### config.mk
export PLATFORM = sky130hd
export DESIGN_NAME = dec_ascii_conv
export DESIGN_NICKNAME = d
export VERILOG_FILES = /design/src/rtl/dec_ascii_conv.sv
export SDC_FILE = /design/constraint.sdc
export NUM_CORES = 1
export LEC_CHECK = 0
export ABC_AREA = 1
export CAP_MARGIN = 20
export CORE_MARGIN = 2
export CORE_UTILIZATION = 62
export DETAILED_ROUTE_END_ITERATION = 6
export DONT_BUFFER_PORTS = 1
export MAX_ROUTING_LAYER = met4
export PLACE_DENSITY = 0.76
export RECOVER_POWER = 50
export SYNTH_ARGS = -nofsm -noshare
export SYNTH_HDL_FRONTEND = slang
export SYNTH_SLANG_ARGS = --single-unit
### constraint.sdc
create_clock -name clk -period 1.9 [get_ports clk]
set_clock_uncertainty 0.1 [all_clocks]
set_input_delay 0.38 -clock clk [delete_from_list [all_inputs] [get_ports clk]]
set_output_delay 0.38 -clock clk [all_outputs]
set_load 0.01 [all_outputs]
### src/rtl/dec_ascii_conv.sv
module dec_ascii_conv #(
  parameter int VAL_W  = 32,
  parameter int DIGITS = 10,
  parameter int AW     = $clog2(DIGITS + 1)
) (
  input  logic             clk,
  input  logic             rst_n,
  input  logic             start,
  input  logic [VAL_W-1:0] value,
  output logic             wr_en,
  output logic [AW-1:0]    wr_addr,
  output logic [7:0]       wr_data,
  output logic [AW-1:0]    digit_cnt,
  output logic [AW-1:0]    first_off,
  output logic             done
);

  localparam int CW = $clog2(VAL_W);
  localparam logic [AW-1:0] END_OFF = AW'(DIGITS);

  typedef enum logic [2:0] {S_IDLE, S_NUL, S_DIV, S_PUT, S_DONE} st_t;

  st_t              st;
  logic [VAL_W-1:0] quo;
  logic [3:0]       rem;
  logic [CW-1:0]    step;
  logic [AW-1:0]    ptr;

  logic [4:0] trial;
  logic       fits;
  assign trial = {rem, quo[VAL_W-1]};
  assign fits  = trial >= 5'd10;

  always_ff @(posedge clk or negedge rst_n) begin
    if (!rst_n) begin
      st   <= S_IDLE;
      quo  <= '0;
      rem  <= '0;
      step <= '0;
      ptr  <= END_OFF;
    end else begin
      case (st)
        S_IDLE, S_DONE: if (start) begin
          quo <= value;
          rem <= '0;
          ptr <= END_OFF;
          st  <= S_NUL;
        end
        S_NUL: begin
          step <= '0;
          st   <= S_DIV;
        end
        S_DIV: begin
          quo  <= {quo[VAL_W-2:0], fits};
          rem  <= fits ? 4'(trial - 5'd10) : trial[3:0];
          step <= step + 1'b1;
          if (step == CW'(VAL_W - 1)) st <= S_PUT;
        end
        S_PUT: begin
          ptr  <= ptr - 1'b1;
          rem  <= '0;
          step <= '0;
          st   <= (quo == '0) ? S_DONE : S_DIV;
        end
        default: st <= S_IDLE;
      endcase
    end
  end

  assign wr_en     = (st == S_NUL) || (st == S_PUT);
  assign wr_addr   = (st == S_NUL) ? END_OFF : ptr - 1'b1;
  assign wr_data   = (st == S_PUT) ? {4'h3, rem} : 8'h00;
  assign digit_cnt = END_OFF - ptr;
  assign first_off = ptr;
  assign done      = (st == S_DONE);


  rem_range_chk: assert property (@(posedge clk) disable iff (!rst_n)
    (st == S_PUT) |-> (rem < 4'd10));


  ascii_digit_chk: assert property (@(posedge clk) disable iff (!rst_n)
    (wr_en && wr_addr != END_OFF) |-> (wr_data[7:4] == 4'h3 && wr_data[3:0] <= 4'd9));


  count_range_chk: assert property (@(posedge clk) disable iff (!rst_n)
    done |-> (digit_cnt >= 1 && digit_cnt <= AW'(DIGITS)));


  done_hold_chk: assert property (@(posedge clk) disable iff (!rst_n)
    (done && !start) |=> (done && $stable(first_off)));


  done_quiet_chk: assert property (@(posedge clk) disable iff (!rst_n)
    done |-> !wr_en);


  busy_ignore_chk: assert property (@(posedge clk) disable iff (!rst_n)
    (st == S_DIV || st == S_PUT) |=> (st != S_NUL));

endmodule

; Word-level counts from Yosys, hierarchy flattened
; Index checks and enable logic that the tools add are counted.
[classes]
addsub = 4
n_mul = 0
n_reduce_logical = 13
div_mod_pow = 0
muxes = 14
n_lt_le_gt_ge = 1
eq_ne = 7
n_shift = 0
bitwise = 0
[op_table]
columns = cell, count
row1 = case mux 32 bit (2 select lines), 1
row2 = logical NOT 32 bit, 1
row3 = 2-to-1 mux 32 bit, 1
row4 = 2-to-1 mux 4 bit, 4
row5 = case mux 3 bit (4 select lines), 1
row6 = case mux 4 bit (3 select lines), 1
row7 = case mux 5 bit (2 select lines), 1
row8 = 2-to-1 mux 3 bit, 3
row9 = case mux 4 bit (2 select lines), 1
row10 = AND reduction 2 bit, 4
row11 = == test 3 x 2 -> 1 bit (second input constant), 2
row12 = 2-to-1 mux 6 bit, 1
row13 = nonzero test 2 bit, 3
row14 = adder 5 x 1 -> 5 bit (second input constant), 1
row15 = == test 5 bit (second input constant), 1
row16 = greater-or-equal comparator 5 x 4 -> 1 bit (second input constant), 1
row17 = inequality test 2 bit (second input constant), 2
row18 = OR reduction 2 bit, 2
row19 = subtractor 4 x 1 -> 4 bit (second input constant), 1
row20 = subtractor 4 bit (first input constant), 1
row21 = subtractor 4 bit (second input constant), 1
row22 = == test 3 x 1 -> 1 bit (second input constant), 1
row23 = == test 3 bit (second input constant), 1
row24 = logical NOT 3 bit, 1
row25 = 2 further kinds, 2
[word_totals]
register_bits = 48
out_inout_bits = 22
n_memories = 0
latch_bits = 0
ram_bits = 0
elab_cells = 44
romBits = 0

; Longest topological paths before layout
; Gate-level depths: netlist of the first run.
[depth]
ltp_word = 4
ltp_mapped = 8
depth_no_buf = 8

; Worst setup path after synthesis of the first run
; No wires, ideal clock.
[synth_timing]
path_type = reg2out
from = register ptr[1] (netlist: first_off[1])
to = output wr_addr[2]
t_required_ps = 1420
path_buffers = 0
t_arrival_ps = 1122
path_stages_with_launch = 5
slack_ps = 298
path_cell_list = dfstp_2 inv_1 ha_1 xnor2_1 nor2_1
[synth_via]
elab_chain_len = 2
[synth_lines]
columns = item, line
row1 = start: declaration, 27  ; logic [AW-1:0] ptr;
row2 = start signal: assignment, 60  ; ptr <= ptr - 1'b1;
row3 = subtractor 4 x 1 -> 4 bit, 71  ; assign wr_addr = (st == S_NUL) ? END_OFF : ptr - 1'b1;
row4 = 2-to-1 mux 4 bit, 71
row5 = end: declaration, 11  ; output logic [AW-1:0] wr_addr,
; Every way passes these cells.

; Worst setup path in the final report of the first run
; Same ends and word-level chain as after synthesis.

==> summary.md, run 1 <==
| Metric | Value |
|---|---|
| Layout cells sized above 1 | 12.8% |
| Max incr delay on CP | 0.61 ns |
| CTS tree | built |
| Final Power | 0.00434 W |
| Worst Hold Class | in -> reg |
| Crit. path cell count | 4 |
| Total of max-cap violations | 0 |
| Lkg Pwr | 1.16 nW |
| Crit Path Class | reg -> out |
| Cell Rows | 22 |
| Status | finished, violations left |
| Port Buf Inserts | 0 |
| Routed WL | 4780 µm |
| Top Layer Used | met4 |
| R2R depth | 5 |
| Number of synthesized flops with an enable pin | 0 |
| Starting Density | 65.3% |
| CP required | 1.42 ns |
| Unrepaired setup endpoints after global routing | true |
| CTS sink count | 48 |
| Clock root buffer master | clkbuf_8 |
| Number of CTS-inserted buffers | 5 |
| Final setup margin | -0.0143 ns |
| Share of the synthesized area in the top cell type | 47.8% |
| Area of the multi-input gates | 0.00108 mm² |
| WL met3 | 239 µm |
| DP Area | 0.00242 mm² |
| Slew headroom | 30.2% |
| Peak supply drop | 925 µV |
| Via-to-Cell Ratio | 5.52 |
| Design area | 0.00259 mm² |
| Area occupied by registers | 0.00121 mm² |
| Core area | 0.00369 mm² |
| Vias in the first global route | 1719 |
| Pre-antenna DRT Iters | 4 |
| DP HPWL | 3230 µm |
| Worst slew pin tran | 1.05 ns |
| Clk buf depth | 2 |
| Final period utilization | 101% |
| Vias | 1911 |
| Die area | 0.00440 mm² |
| Ys async rst share | 100% |
| Die Ht | 66.3 µm |
| GP Congestion | 0.798 |
| Initial antenna violation count | 0 |
| Worst Path Buf+Inv | 1 |
| Clock transition at the registers of the reported paths | 0.09 ns |
| Residual DRC | 0 |
| First-pass GRT wire length | 7830 µm |
| Largest net degree at the start of global routing | 49 |
| Nets@finish | 337 |
| Post-detailed-route count of antenna-violating nets | 0 |
| Worst r2r src | st[1]$_DFFE_PN0P_ |
| Met1 WL | 2230 µm |
| Synth Warn # | 0 |
| Netlist Area Pre-Place | 0.00241 mm² |
| Worst reg2reg setup slack | 0.27 ns |
| Largest cells by area after synthesis | dfrtp_1 48%, nor2_1 15%, o22ai_1 8.3% |
| Worst Hold Path Cells | 2 |
| Sequential share of the synthesized area | 49.9% |
| Post-Synthesis Cells | 294 |
| DR WL/cell | 13.8 µm |
| Largest area contributor in the netlist | dfrtp_1 |
| Most used flip-flop cell after synthesis | dfrtp_1 |
| H-tree Lvls | 2 |
| Final Setup Violations | 1 |
| WHS Endpoint | quo[14]$_DFFE_PN0P_ |
| PwrDens | 1670 mW/mm² |
| Crit-path cells | inv_2, ha_4, xnor2_4, nor2_4 |
| CP Launch Type | flop |
| IO Pins | 57 |
| Crit path DAT | 1.43 ns |
| # diodes | 0 |
| Finished Layout Cells | 346 |
| Area grow syn2layout | 7.63% |
| Total gr overflow | 0 |
| Hold_ws | 0.117 ns |
| Worst skew pair latency | 0.30 ns |
| Fin crit period | 1.91 ns |
| Met2 wire length | 2250 µm |
| Hold Fails Final Rpt | 0 |
| Distinct cells, synth | 27 |
| Worst flop-to-flop path endpoint | quo[17]$_DFFE_PN0P_ |
| Dpl cells | 335 |
| Peak Freq | 0.522 GHz |
| Crit. End Element | output pin |
| Max-slew violation count | 0 |
| Die width | 66.3 µm |
| Synthesized flop and latch total | 48 |
| Failing checks | setup timing |
| Tot GR Track Use | 24.4% |
| Initial drt markers | 176 |
| Syn_area_per_cell | 8.20 µm² |
| Min-Delay Startpoint | value[14] |
| Kind of cell with the highest combined delay on the critical path | flip-flops |
| FILL cells | 294 |
| Worst-path maximum fanout | 5 |
| Slowest-stage cell, CP | dfstp_2 |
-- stage by stage --
stage	utilization (%)	setup TNS (ns)	worst slack (ns)
after global placement	65.5	0	0.248
after global routing	70.3	-0.0817	-0.0571
final	70.3	-0.0143	-0.0143
after CTS	69.7	-0.0174	-0.0174
after detailed placement	65.5	0	0.215
after floorplan	-	0	0.298
-- kinds of logic (layout without fill, tap and decap cells) --
logic type	after synthesis	after routing	synth area share (%)
fa+ha+maj	5	5	2.60
buf+inv	38	41	7.79
other cells	1	2	0.156
xor+xnor	4	4	1.45
compound gates	48	48	11.9
flops	48	48	49.9
simple gates	150	150	26.1
-- power breakdown --
part	internal (W)	switching, W	leakage, nW
Combinational	0.000757	0.00109	0.592
Clock	0.000291	0.000329	0.0510
Sequential	0.00148	0.000391	0.520
Total	0.00253	0.00181	1.16
-- state kept, by name, indices dropped and copies added (netlist names) --
name       flops
first_off      4
quo           32
rem            4
st             3
step           5
-- cell usage after synthesis, drive strengths merged (3+ instances only) --
master,instances
a21oi,6
buf,13
dfrtp,46
ha,5
inv,25
nand2,38
nand3,10
nor2,96
nor3,3
o21ai,8
o22ai,32
xor2,3
-- placed cells by master (no fill, tap or decap), types with 2 or more instances in the layout --
cell type  Yosys  final
nor2_1        94     91
dfrtp_1       46     44
nand2_1       34     33
o22ai_1       32     32
inv_1         22     20
nand3_1        9      9
a21oi_1        6      6
clkbuf_8       0      6
buf_4          4      6
inv_2          3      5
o21ai_0        5      5
ha_1           5      4
nor3_1         3      3
nand2_2        2      3
nor2_4         1      3
o21ai_1        3      3
nor2_2         1      2
xor2_1         3      2
nand4_1        2      2
nand2_4        2      2
a22o_1         2      2
conb_1         1      2
clkinv_2       0      2
dfstp_2        2      2
dfrtp_2        0      2
-- how the worst max path moves through the flow --
stage,from,endpoint,slack (ns)
after floorplan,first_off[1]$_DFFE_PN1P_,wr_addr[2],0.30
after global placement,first_off[1]$_DFFE_PN1P_,wr_addr[2],0.25
after detailed placement,first_off[1]$_DFFE_PN1P_,wr_addr[2],0.21
after CTS,first_off[1]$_DFFE_PN1P_,wr_addr[2],-0.02
after global routing,first_off[1]$_DFFE_PN1P_,wr_addr[2],-0.06
final,first_off[1]$_DFFE_PN1P_,wr_addr[2],-0.01
-- layer usage --
metal,vias to the layer above,track usage (%)
met3,5,3.75
met4,0,8.67
met1,889,33.4
met5,-,-
li1,962,-
met2,55,37.3
-- timing repair --
action	4_1_cts	5_1_grt
hold endpoints to repair	48	0
setup endpoints to repair	3	4
buffers inserted	0	1
resized for setup	5	10
pin swaps	2	2
hold buffers	2	0
-- area by class of cell --
cell class / instances / share of cell area (%)
Inverter: 25 / 3.62
Tap cell: 48 / 2.32
Clock buffer: 6 / 3.18
Clock inverter: 2 / 0.386
Timing Repair Buffer: 8 / 2.32
Multi-Input combinational cell: 209 / 41.7
Sequential cell: 48 / 46.5
No activity file was read; power rests on OpenSTA's default activity.
==> run 2, diff against run 1 <==
--- a/config.mk
+++ b/config.mk
@@ -8,12 +8,13 @@
 export ABC_AREA = 1
 export CAP_MARGIN = 20
 export CORE_MARGIN = 2
-export CORE_UTILIZATION = 62
+export CORE_UTILIZATION = 49
 export DETAILED_ROUTE_END_ITERATION = 6
 export DONT_BUFFER_PORTS = 1
 export MAX_ROUTING_LAYER = met4
-export PLACE_DENSITY = 0.76
+export PLACE_DENSITY = 0.64
 export RECOVER_POWER = 50
+export REMOVE_ABC_BUFFERS = 1
 export SYNTH_ARGS = -nofsm -noshare
 export SYNTH_HDL_FRONTEND = slang
 export SYNTH_SLANG_ARGS = --single-unit
==> constraint.sdc (replaced) <==
create_clock -name clk -period 1.7 [get_ports clk]
set_clock_uncertainty 0.1 [all_clocks]
set_input_delay 0.34 -clock clk [delete_from_list [all_inputs] [get_ports clk]]
set_output_delay 0.34 -clock clk [all_outputs]
set_load 0.01 [all_outputs]
==> run 2 against run 1 <==
The run still ends with setup timing left. Combinational power rose by 20%. Count of clock-buffer cells in the layout is the same. Via count rose by 2.5%. Worst setup slack worse by 0.054 ns. Die area rose by 25%. Global-route usage decreased by 4.1 points. Highest routed layer unchanged.
==> summary.md, run 2 (same netlist as run 1, synthesis figures left out) <==
| Metric | Value |
|---|---|
| Dpl cells | 356 (was 335) |
| Clk buf depth | 2 (unchanged) |
| Tot GR Track Use | 20.3% (was 24.4%) |
| Crit path DAT | 1.33 ns (was 1.43 ns) |
| Setup TNS | -0.174 ns (was -0.0143 ns) |
| Commonest non-fill, non-tap cells in the layout | 86 x nor2_1, 43 x dfrtp_1, 32 x nand2_1, 32 x o22ai_1, 16 x inv_1 (was 91 x nor2_1, 44 x dfrtp_1, 33 x nand2_1) |
| # diodes | 0 (unchanged) |
| Residual DRC | 0 (unchanged) |
| GP Congestion | 0.892 (was 0.798) |
| Cell Int Power | 0.00300 W (was 0.00253 W) |
| Fin crit period | 1.77 ns |
| Max reg flops | 32 (unchanged) |
| Worst skew pair latency | 0.30 ns (about the same) |
| P_sw | 0.00211 W (was 0.00181 W) |
| Comb power frac | 43.4% (was 42.6%) |
| Worst-path maximum fanout | 2 (was 5) |
| Max incr delay on CP | 0.55 ns (was 0.61 ns) |
| Crit-path cells | inv_2, ha_4, xnor2_2, nor2_2 (was inv_2, ha_4, xnor2_4, nor2_4) |
| Clk pwr share | 16.0% (was 14.3%) |
| Kind of cell with the highest combined delay on the critical path | flip-flops (unchanged) |
| Nets@finish | 343 (was 337) |
| Final setup margin | -0.0686 ns (was -0.0143 ns) |
| Clock root buffer master | clkbuf_8 (unchanged) |
| Clock transition at the registers of the reported paths | 0.09 ns (about the same) |
| Hold Fails Final Rpt | 0 (unchanged) |
| Peak Freq | 0.565 GHz |
| Crit. End Element | output pin (unchanged) |
| Initial antenna violation count | 0 (unchanged) |
| DP HPWL | 3390 µm (was 3230 µm) |
| Worst Path Buf+Inv | 1 (unchanged) |
| Total gr overflow | 0 (unchanged) |
| Total of max-cap violations | 0 (unchanged) |
| Die width | 74.1 µm (was 66.3 µm) |
| Worst slew pin tran | 0.648 ns (was 1.05 ns) |
| Lkg Pwr | 1.20 nW (was 1.16 nW) |
| CTS tree | built (unchanged) |
| Slew headroom | 56.8% (was 30.2%) |
| PwrDens | 1850 mW/mm² (was 1670 mW/mm²) |
| Final Setup Violations | 3 (was 1) |
| Layout cells sized above 1 | 18.8% (was 12.8%) |
| Vias in the first global route | 1848 (was 1719) |
| Port Buf Inserts | 0 (unchanged) |
| Final core occ | 58.5% (was 70.3%) |
| Post-detailed-route count of antenna-violating nets | 0 (unchanged) |
| Routed WL | 5030 µm (was 4780 µm) |
| Initial drt markers | 88 (was 176) |
| H-tree Lvls | 2 (unchanged) |
| Vias | 1959 (was 1911) |
| Final period utilization | 104% |
| FILL cells | 430 (was 294) |
| Largest Register | quo (unchanged) |
| CTS sink count | 48 (unchanged) |
| Failing checks | setup timing (unchanged) |
| Max-slew violation count | 0 (unchanged) |
| Slowest-stage cell, CP | dfstp_2 (unchanged) |
| Largest net degree at the start of global routing | 49 (unchanged) |
| Core area | 0.00472 mm² (was 0.00369 mm²) |
| First-pass GRT wire length | 8360 µm (was 7830 µm) |
| Via-to-Cell Ratio | 5.28 (was 5.52) |
| Peak supply drop | 851 µV (was 925 µV) |
| Sequential power share | 40.6% (was 43.2%) |
| Cell Rows | 25 (was 22) |
| Largest registers | quo x32, step x5 (unchanged) |
| Worst Hold Class | in -> reg (unchanged) |
| DR WL/cell | 13.5 µm (was 13.8 µm) |
| Finished Layout Cells | 371 (was 346) |
| Sw Share | 41.3% (was 41.7%) |
| Starting Density | 51.0% (was 65.3%) |
| Crit Path Class | reg -> out (unchanged) |
| IO Pins | 57 (unchanged) |
| Pre-antenna DRT Iters | 4 (unchanged) |
| CP Launch Type | flop (unchanged) |
| CP required | 1.26 ns (was 1.42 ns) |
| Die area | 0.00550 mm² (was 0.00440 mm²) |
| Status | finished, violations left (unchanged) |
| Area grow syn2layout | 14.6% (was 7.63%) |
| Most common cell after layout, fill and taps aside | nor2_1 (unchanged) |
| Unrepaired setup endpoints after global routing | true (unchanged) |
| Dpl ws | 0.154 ns (was 0.215 ns) |
| Number of CTS-inserted buffers | 5 (unchanged) |
| Die Ht | 74.1 µm (was 66.3 µm) |
==> run 2: cell types whose count changed in the layout (fill, tap and decap cells not counted), sizes merged <==
cell,change
buf,+5
bufinv,+1
clkbuf,+1
clkinv,-1
==> run 2: power groups by stage <==
stage          registers (W)  clock network, W  logic [W]
2_1_floorplan        0.00201                 0    0.00149
3_3_place_gp         0.00207                 0    0.00187
3_5_place_dp         0.00206                 0    0.00191
4_1_cts              0.00206          0.000832    0.00209
5_1_grt              0.00215          0.000871    0.00253
6_report             0.00208          0.000818    0.00222
==> run 2: area by class of cell <==
type                       count  area (µm²)  share of cell area (%)
timing repair buffer          14         120                    4.35
inverter                      25        96.3                    3.49
clock inverter                 2        35.0                    1.27
multi-input combinational    209        1150                    41.5
clock buffer                   6        72.6                    2.63
sequential                    48        1210                    43.7
tap                           67        83.8                    3.04
==> run 2: final timing paths <==
check,start,endpoint,slack (ns),cells after the start
max,first_off[1]$_DFFE_PN1P_,wr_addr[2],-0.07,4
min,value[23],quo[23]$_DFFE_PN0P_,0.08,2
max reg2reg,st[0]$_DFFE_PN0P_,quo[4]$_DFFE_PN0P_,0.11,7
min reg2reg,rem[3]$_DFFE_PN0P_,rem[3]$_DFFE_PN0P_,0.39,2
max in group asynchronous,rst_n,st[2]$_DFFE_PN0P_,0.50,2
min in group asynchronous,rst_n,quo[10]$_DFFE_PN0P_,0.54,2
==> run 2: worst reg2reg max path, cell delays in order (launching register included) <==
cell and delay [ns]:
dfrtp_1 0.42, buf_4 0.15, nor2_4 0.10, buf_4 0.13
nand2_4 0.08, nand2_4 0.28, o22ai_1 0.14, nor2_1 0.12
==> run 2: per-layer routing <==
layer | share of wire [%] | vias up | global-route usage [%] | routed length (µm)
li1 | - | 974 | - | -
met1 | 48 | 939 | 27.4 | 2410
met2 | 47 | 40 | 31.2 | 2340
met3 | 4.1 | 6 | 3.79 | 206
met4 | 1.2 | 0 | 6.67 | 61
met5 | 0 | - | - | 0
==> run 2: stage by stage <==
stage / total power (W) / area [µm²] / hold slack (ns)
floorplan: 0.00350 / 2320 / -0.0556
global placement: 0.00394 / 2460 / -0.0540
detailed placement: 0.00397 / 2460 / -0.0538
CTS: 0.00498 / 2700 / 0.0730
global route: 0.00555 / 2760 / 0.0713
finish: 0.00511 / 2760 / 0.0821
==> run 2: timing repair <==
item,4_1_cts,5_1_grt
pin swaps,2,5
gates resized for setup,20,16
buffers inserted,2,3
hold buffers,2,0
hold endpoints to repair,48,0
endpoints found under the setup margin,10,13
==> run 3, diff against run 2 <==
--- a/config.mk
+++ b/config.mk
@@ -5,7 +5,6 @@
 export SDC_FILE = /design/constraint.sdc
 export NUM_CORES = 1
 export LEC_CHECK = 0
-export ABC_AREA = 1
 export CAP_MARGIN = 20
 export CORE_MARGIN = 2
 export CORE_UTILIZATION = 49
==> run 3 against run 2 <==
The flow still finishes with violations (setup timing). Via count down 0.26%. Utilization up 1.6 points. Final area up 9.7%. Highest routed layer unchanged. Fmax down 0.12%. Largest power group is now registers. Critical path type unchanged. Flip-flop and latch count unchanged. First-iteration DRC count up 68%. Die area up 4.3%.
==> summary.md, run 3 <==
| Metric | Value |
|---|---|
| Worst slew pin tran | 0.653 ns (was 0.648 ns) |
| Multiplexer area fraction after synthesis | 1.24% (was 0%) |
| Vias | 1954 (was 1959) |
| Largest registers | quo x32, step x5 (unchanged) |
| Pre-antenna DRT Iters | 4 (unchanged) |
| Tot GR Track Use | 21.1% (was 20.3%) |
| Main combinational cell family by area after synthesis | simple AND/OR/NAND/NOR gates (unchanged) |
| Final Setup Violations | 6 (was 3) |
| Finished Layout Cells | 360 (was 371) |
| Initial drt markers | 148 (was 88) |
| Fin crit period | 1.77 ns (about the same) |
| Post-Synth Adder-Cell Area | 2.48% (was 2.60%) |
| Largest cells by area after synthesis | dfrtp_1 46%, nor2_1 10%, o22ai_2 7.9% (was dfrtp_1 48%, nor2_1 15%, o22ai_1 8.3%) |
| Status | finished, violations left (unchanged) |
| Distinct cells, synth | 41 (was 27) |
| Clock transition at the registers of the reported paths | 0.09 ns (about the same) |
| Design area | 0.00303 mm² (was 0.00276 mm²) |
| Via-to-Cell Ratio | 5.43 (was 5.28) |
| CTS tree | built (unchanged) |
| Synthesized flop and latch total | 48 (unchanged) |
| Final core occ | 60.0% (was 58.5%) |
| Top-count cell post-synth | nor2_1 (unchanged) |
| Sequential power share | 45.7% (was 40.6%) |
| Number of CTS-inserted buffers | 5 (unchanged) |
| Sw Share | 38.4% (was 41.3%) |
| IO Pins | 57 (unchanged) |
| Crit path DAT | 1.33 ns (about the same) |
| Most used flip-flop cell after synthesis | dfrtp_1 (unchanged) |
| Met2 usage | 32.7% (was 31.2%) |
| Xor/xnor share of the synthesized area | 1.39% (was 1.45%) |
| H-tree Lvls | 2 (unchanged) |
| Syn_area_per_cell | 9.36 µm² (was 8.20 µm²) |
| Largest Register | quo (unchanged) |
| GP Congestion | 0.848 (was 0.892) |
| Residual DRC | 0 (unchanged) |
| DP Area | 0.00263 mm² (was 0.00246 mm²) |
| Initial antenna violation count | 0 (unchanged) |
| Peak supply drop | 701 µV (was 851 µV) |
| Final setup margin | -0.0707 ns (was -0.0686 ns) |
| Post-synth top cells | 68 x nor2_1, 46 x dfrtp_1, 16 x o22ai_1, 16 x o22ai_2, 15 x nand2_1 (was 94 x nor2_1, 46 x dfrtp_1, 34 x nand2_1, 32 x o22ai_1, 22 x inv_1) |
| Post-detailed-route count of antenna-violating nets | 0 (unchanged) |
| Comb power frac | 40.0% (was 43.4%) |
| Largest area contributor in the netlist | dfrtp_1 (unchanged) |
| Number of synthesized flops with an enable pin | 0 (unchanged) |
| Layout cells sized above 1 | 29.7% (was 18.8%) |
| CP Launch Type | flop (unchanged) |
| P_sw | 0.00186 W (was 0.00211 W) |
| Hold Fails Final Rpt | 0 (unchanged) |
| Worst-path maximum fanout | 2 (unchanged) |
| Routed WL | 5570 µm (was 5030 µm) |
| Max reg flops | 32 (unchanged) |
| First-pass GRT wire length | 8900 µm (was 8360 µm) |
| Slew headroom | 56.5% (was 56.8%) |
| DR WL/cell | 15.5 µm (was 13.5 µm) |
| Die area | 0.00573 mm² (was 0.00550 mm²) |
| Clock root buffer master | clkbuf_8 (unchanged) |
| Nets@finish | 329 (was 343) |
| DP HPWL | 3570 µm (was 3390 µm) |
| Peak Freq | 0.565 GHz (about the same) |
| Crit. End Element | output pin (unchanged) |
| Failing checks | setup timing (unchanged) |
| Total gr overflow | 0 (unchanged) |
| Clk buf depth | 2 (unchanged) |
| Largest net degree at the start of global routing | 49 (unchanged) |
| Simple-gate share of the synthesized area | 20.6% (was 26.1%) |
| Dpl cells | 338 (was 356) |
| Ys async rst share | 100% (unchanged) |
| Worst skew pair latency | 0.30 ns (about the same) |
| Netlist Area Pre-Place | 0.00252 mm² (was 0.00241 mm²) |
| Clk pwr share | 14.3% (was 16.0%) |
| Area grow syn2layout | 20.2% (was 14.6%) |
| Global routing usage on met3 | 5.82% (was 3.79%) |
| CTS sink count | 48 (unchanged) |
| Starting Density | 50.0% (was 51.0%) |
| Port Buf Inserts | 0 (unchanged) |
| Final period utilization | 104% (about the same) |
| Lkg Pwr | 1.27 nW (was 1.20 nW) |
| Max-slew violation count | 0 (unchanged) |
| Vias in the first global route | 1958 (was 1848) |
| Compound-gate portion of the synthesized area | 19.3% (was 11.9%) |
| Share of the synthesized area in the top cell type | 45.7% (was 47.8%) |
| Unrepaired setup endpoints after global routing | true (unchanged) |
| Core area | 0.00504 mm² (was 0.00472 mm²) |
| Worst Hold Class | in -> reg (unchanged) |
| PwrDens | 1600 mW/mm² (was 1850 mW/mm²) |
| Met1 Track Usage GR | 27.4% (about the same) |
| Die Ht | 75.7 µm (was 74.1 µm) |
| Most Crowded Layer GR | met2 (unchanged) |
| Total of max-cap violations | 0 (unchanged) |
| # diodes | 0 (unchanged) |
| Cell Int Power | 0.00298 W (was 0.00300 W) |
| Post-Synthesis Cells | 269 (was 294) |
| Sequential share of the synthesized area | 47.8% (was 49.9%) |
| Die width | 75.7 µm (was 74.1 µm) |
| Commonest non-fill, non-tap cells in the layout | 63 x nor2_1, 45 x dfrtp_1, 20 x buf_4 (was 86 x nor2_1, 43 x dfrtp_1, 32 x nand2_1, 32 x o22ai_1, 16 x inv_1) |
| Most common cell after layout, fill and taps aside | nor2_1 (unchanged) |
| CP required | 1.26 ns (about the same) |
| Cell Rows | 26 (was 25) |
| Synth Warn # | 0 (unchanged) |
| Crit Path Class | reg -> out (unchanged) |
[run 3: cell count changes in the layout (fill, tap and decap cells not counted), sizes merged, moves of 3 or more]
| cell | change |
|---|---|
| nor2b | +5 |
| nand2b | +4 |
| nor4 | +8 |
| buf | +16 |
| clkbuf | +3 |
| inv | -14 |
| o21ai | +4 |
| nor2 | -28 |
| nand3 | -9 |
| nand2 | -22 |
| a21oi | +3 |
[run 3: kinds of logic (layout without fill, tap and decap cells)]
| group | count (synthesis) | in the layout |
|---|---|---|
| simple gates | 116 | 116 |
| mux | 3 | 3 |
| buf+inv | 30 | 50 |
| fa+ha+maj | 5 | 5 |
| compound gates | 62 | 62 |
| other cells | 1 | 2 |
| xor+xnor | 4 | 4 |
| flops | 48 | 48 |
[run 3: path summary, 6_finish.rpt]
path / endpoint / cells past startpoint / slack, ns / startpoint
setup / recovery: wr_addr[2] / 4 / -0.07 / first_off[1]$_DFFE_PN1P_
setup reg to reg: rem[3]$_DFFE_PN0P_ / 6 / 0.05 / st[0]$_DFFE_PN0P_
max in group asynchronous: first_off[0]$_DFFE_PN0P_ / 2 / 0.51 / rst_n
hold reg to reg: quo[10]$_DFFE_PN0P_ / 2 / 0.44 / quo[10]$_DFFE_PN0P_
min in group asynchronous: first_off[0]$_DFFE_PN0P_ / 2 / 0.54 / rst_n
hold / removal: st[2]$_DFFE_PN0P_ / 1 / 0.02 / start
[run 3: layer usage]
metal	wire [µm]	up-vias	share of wire, %
met5	0	-	0
met4	71	0	1.3
met3	352	9	6.3
met2	2720	49	49
met1	2420	926	44
li1	-	970	-
[run 3: through the flow]
| step | power [W] | hold slack [ns] | TNS (ns) | setup slack (ns) |
|---|---|---|---|---|
| CTS | 0.00465 | 0.00422 | -0.351 | -0.101 |
| detailed placement | 0.00372 | -0.0537 | 0 | 0.125 |
| finish | 0.00484 | 0.0152 | -0.243 | -0.0707 |
| global placement | 0.00366 | -0.0537 | 0 | 0.168 |
| floorplan | 0.00329 | -0.0556 | -22.44 | -0.680 |
| global route | 0.00525 | 0.00952 | -0.918 | -0.122 |
[run 3: worst max-delay path: stages (launching register included)]
cell     delay, ns
dfstp_2       0.56
inv_2         0.05
ha_4          0.16
xnor2_2       0.12
nor2_2        0.14
[run 3: final cells by class]
type / instances / area, µm²
Sequential cell: 48 / 1200
Multi-Input combinational cell: 192 / 1310
Timing Repair Buffer: 31 / 288
Fill cell: 414 / 2010
Clock buffer: 8 / 90.1
Tap cell: 70 / 87.6
Inverter: 11 / 43.8
[run 3: timing repair]
item | 4_1_cts | 5_1_grt
resized for setup | 24 | 26
buffers inserted | 6 | 6
pin swaps | 6 | 7
setup endpoints to repair | 14 | 44
hold buffers | 2 | 0
endpoints found under the hold margin | 48 | 0
[run 3: power groups by stage]
stage                     Combinational [W]  Clock [W]  Sequential (W)
after detailed placement            0.00153          0         0.00219
final                               0.00194   0.000694         0.00221
after CTS                           0.00174   0.000727         0.00218
after global placement              0.00148          0         0.00219
after global routing                0.00219   0.000767         0.00230
after floorplan                     0.00117          0         0.00212
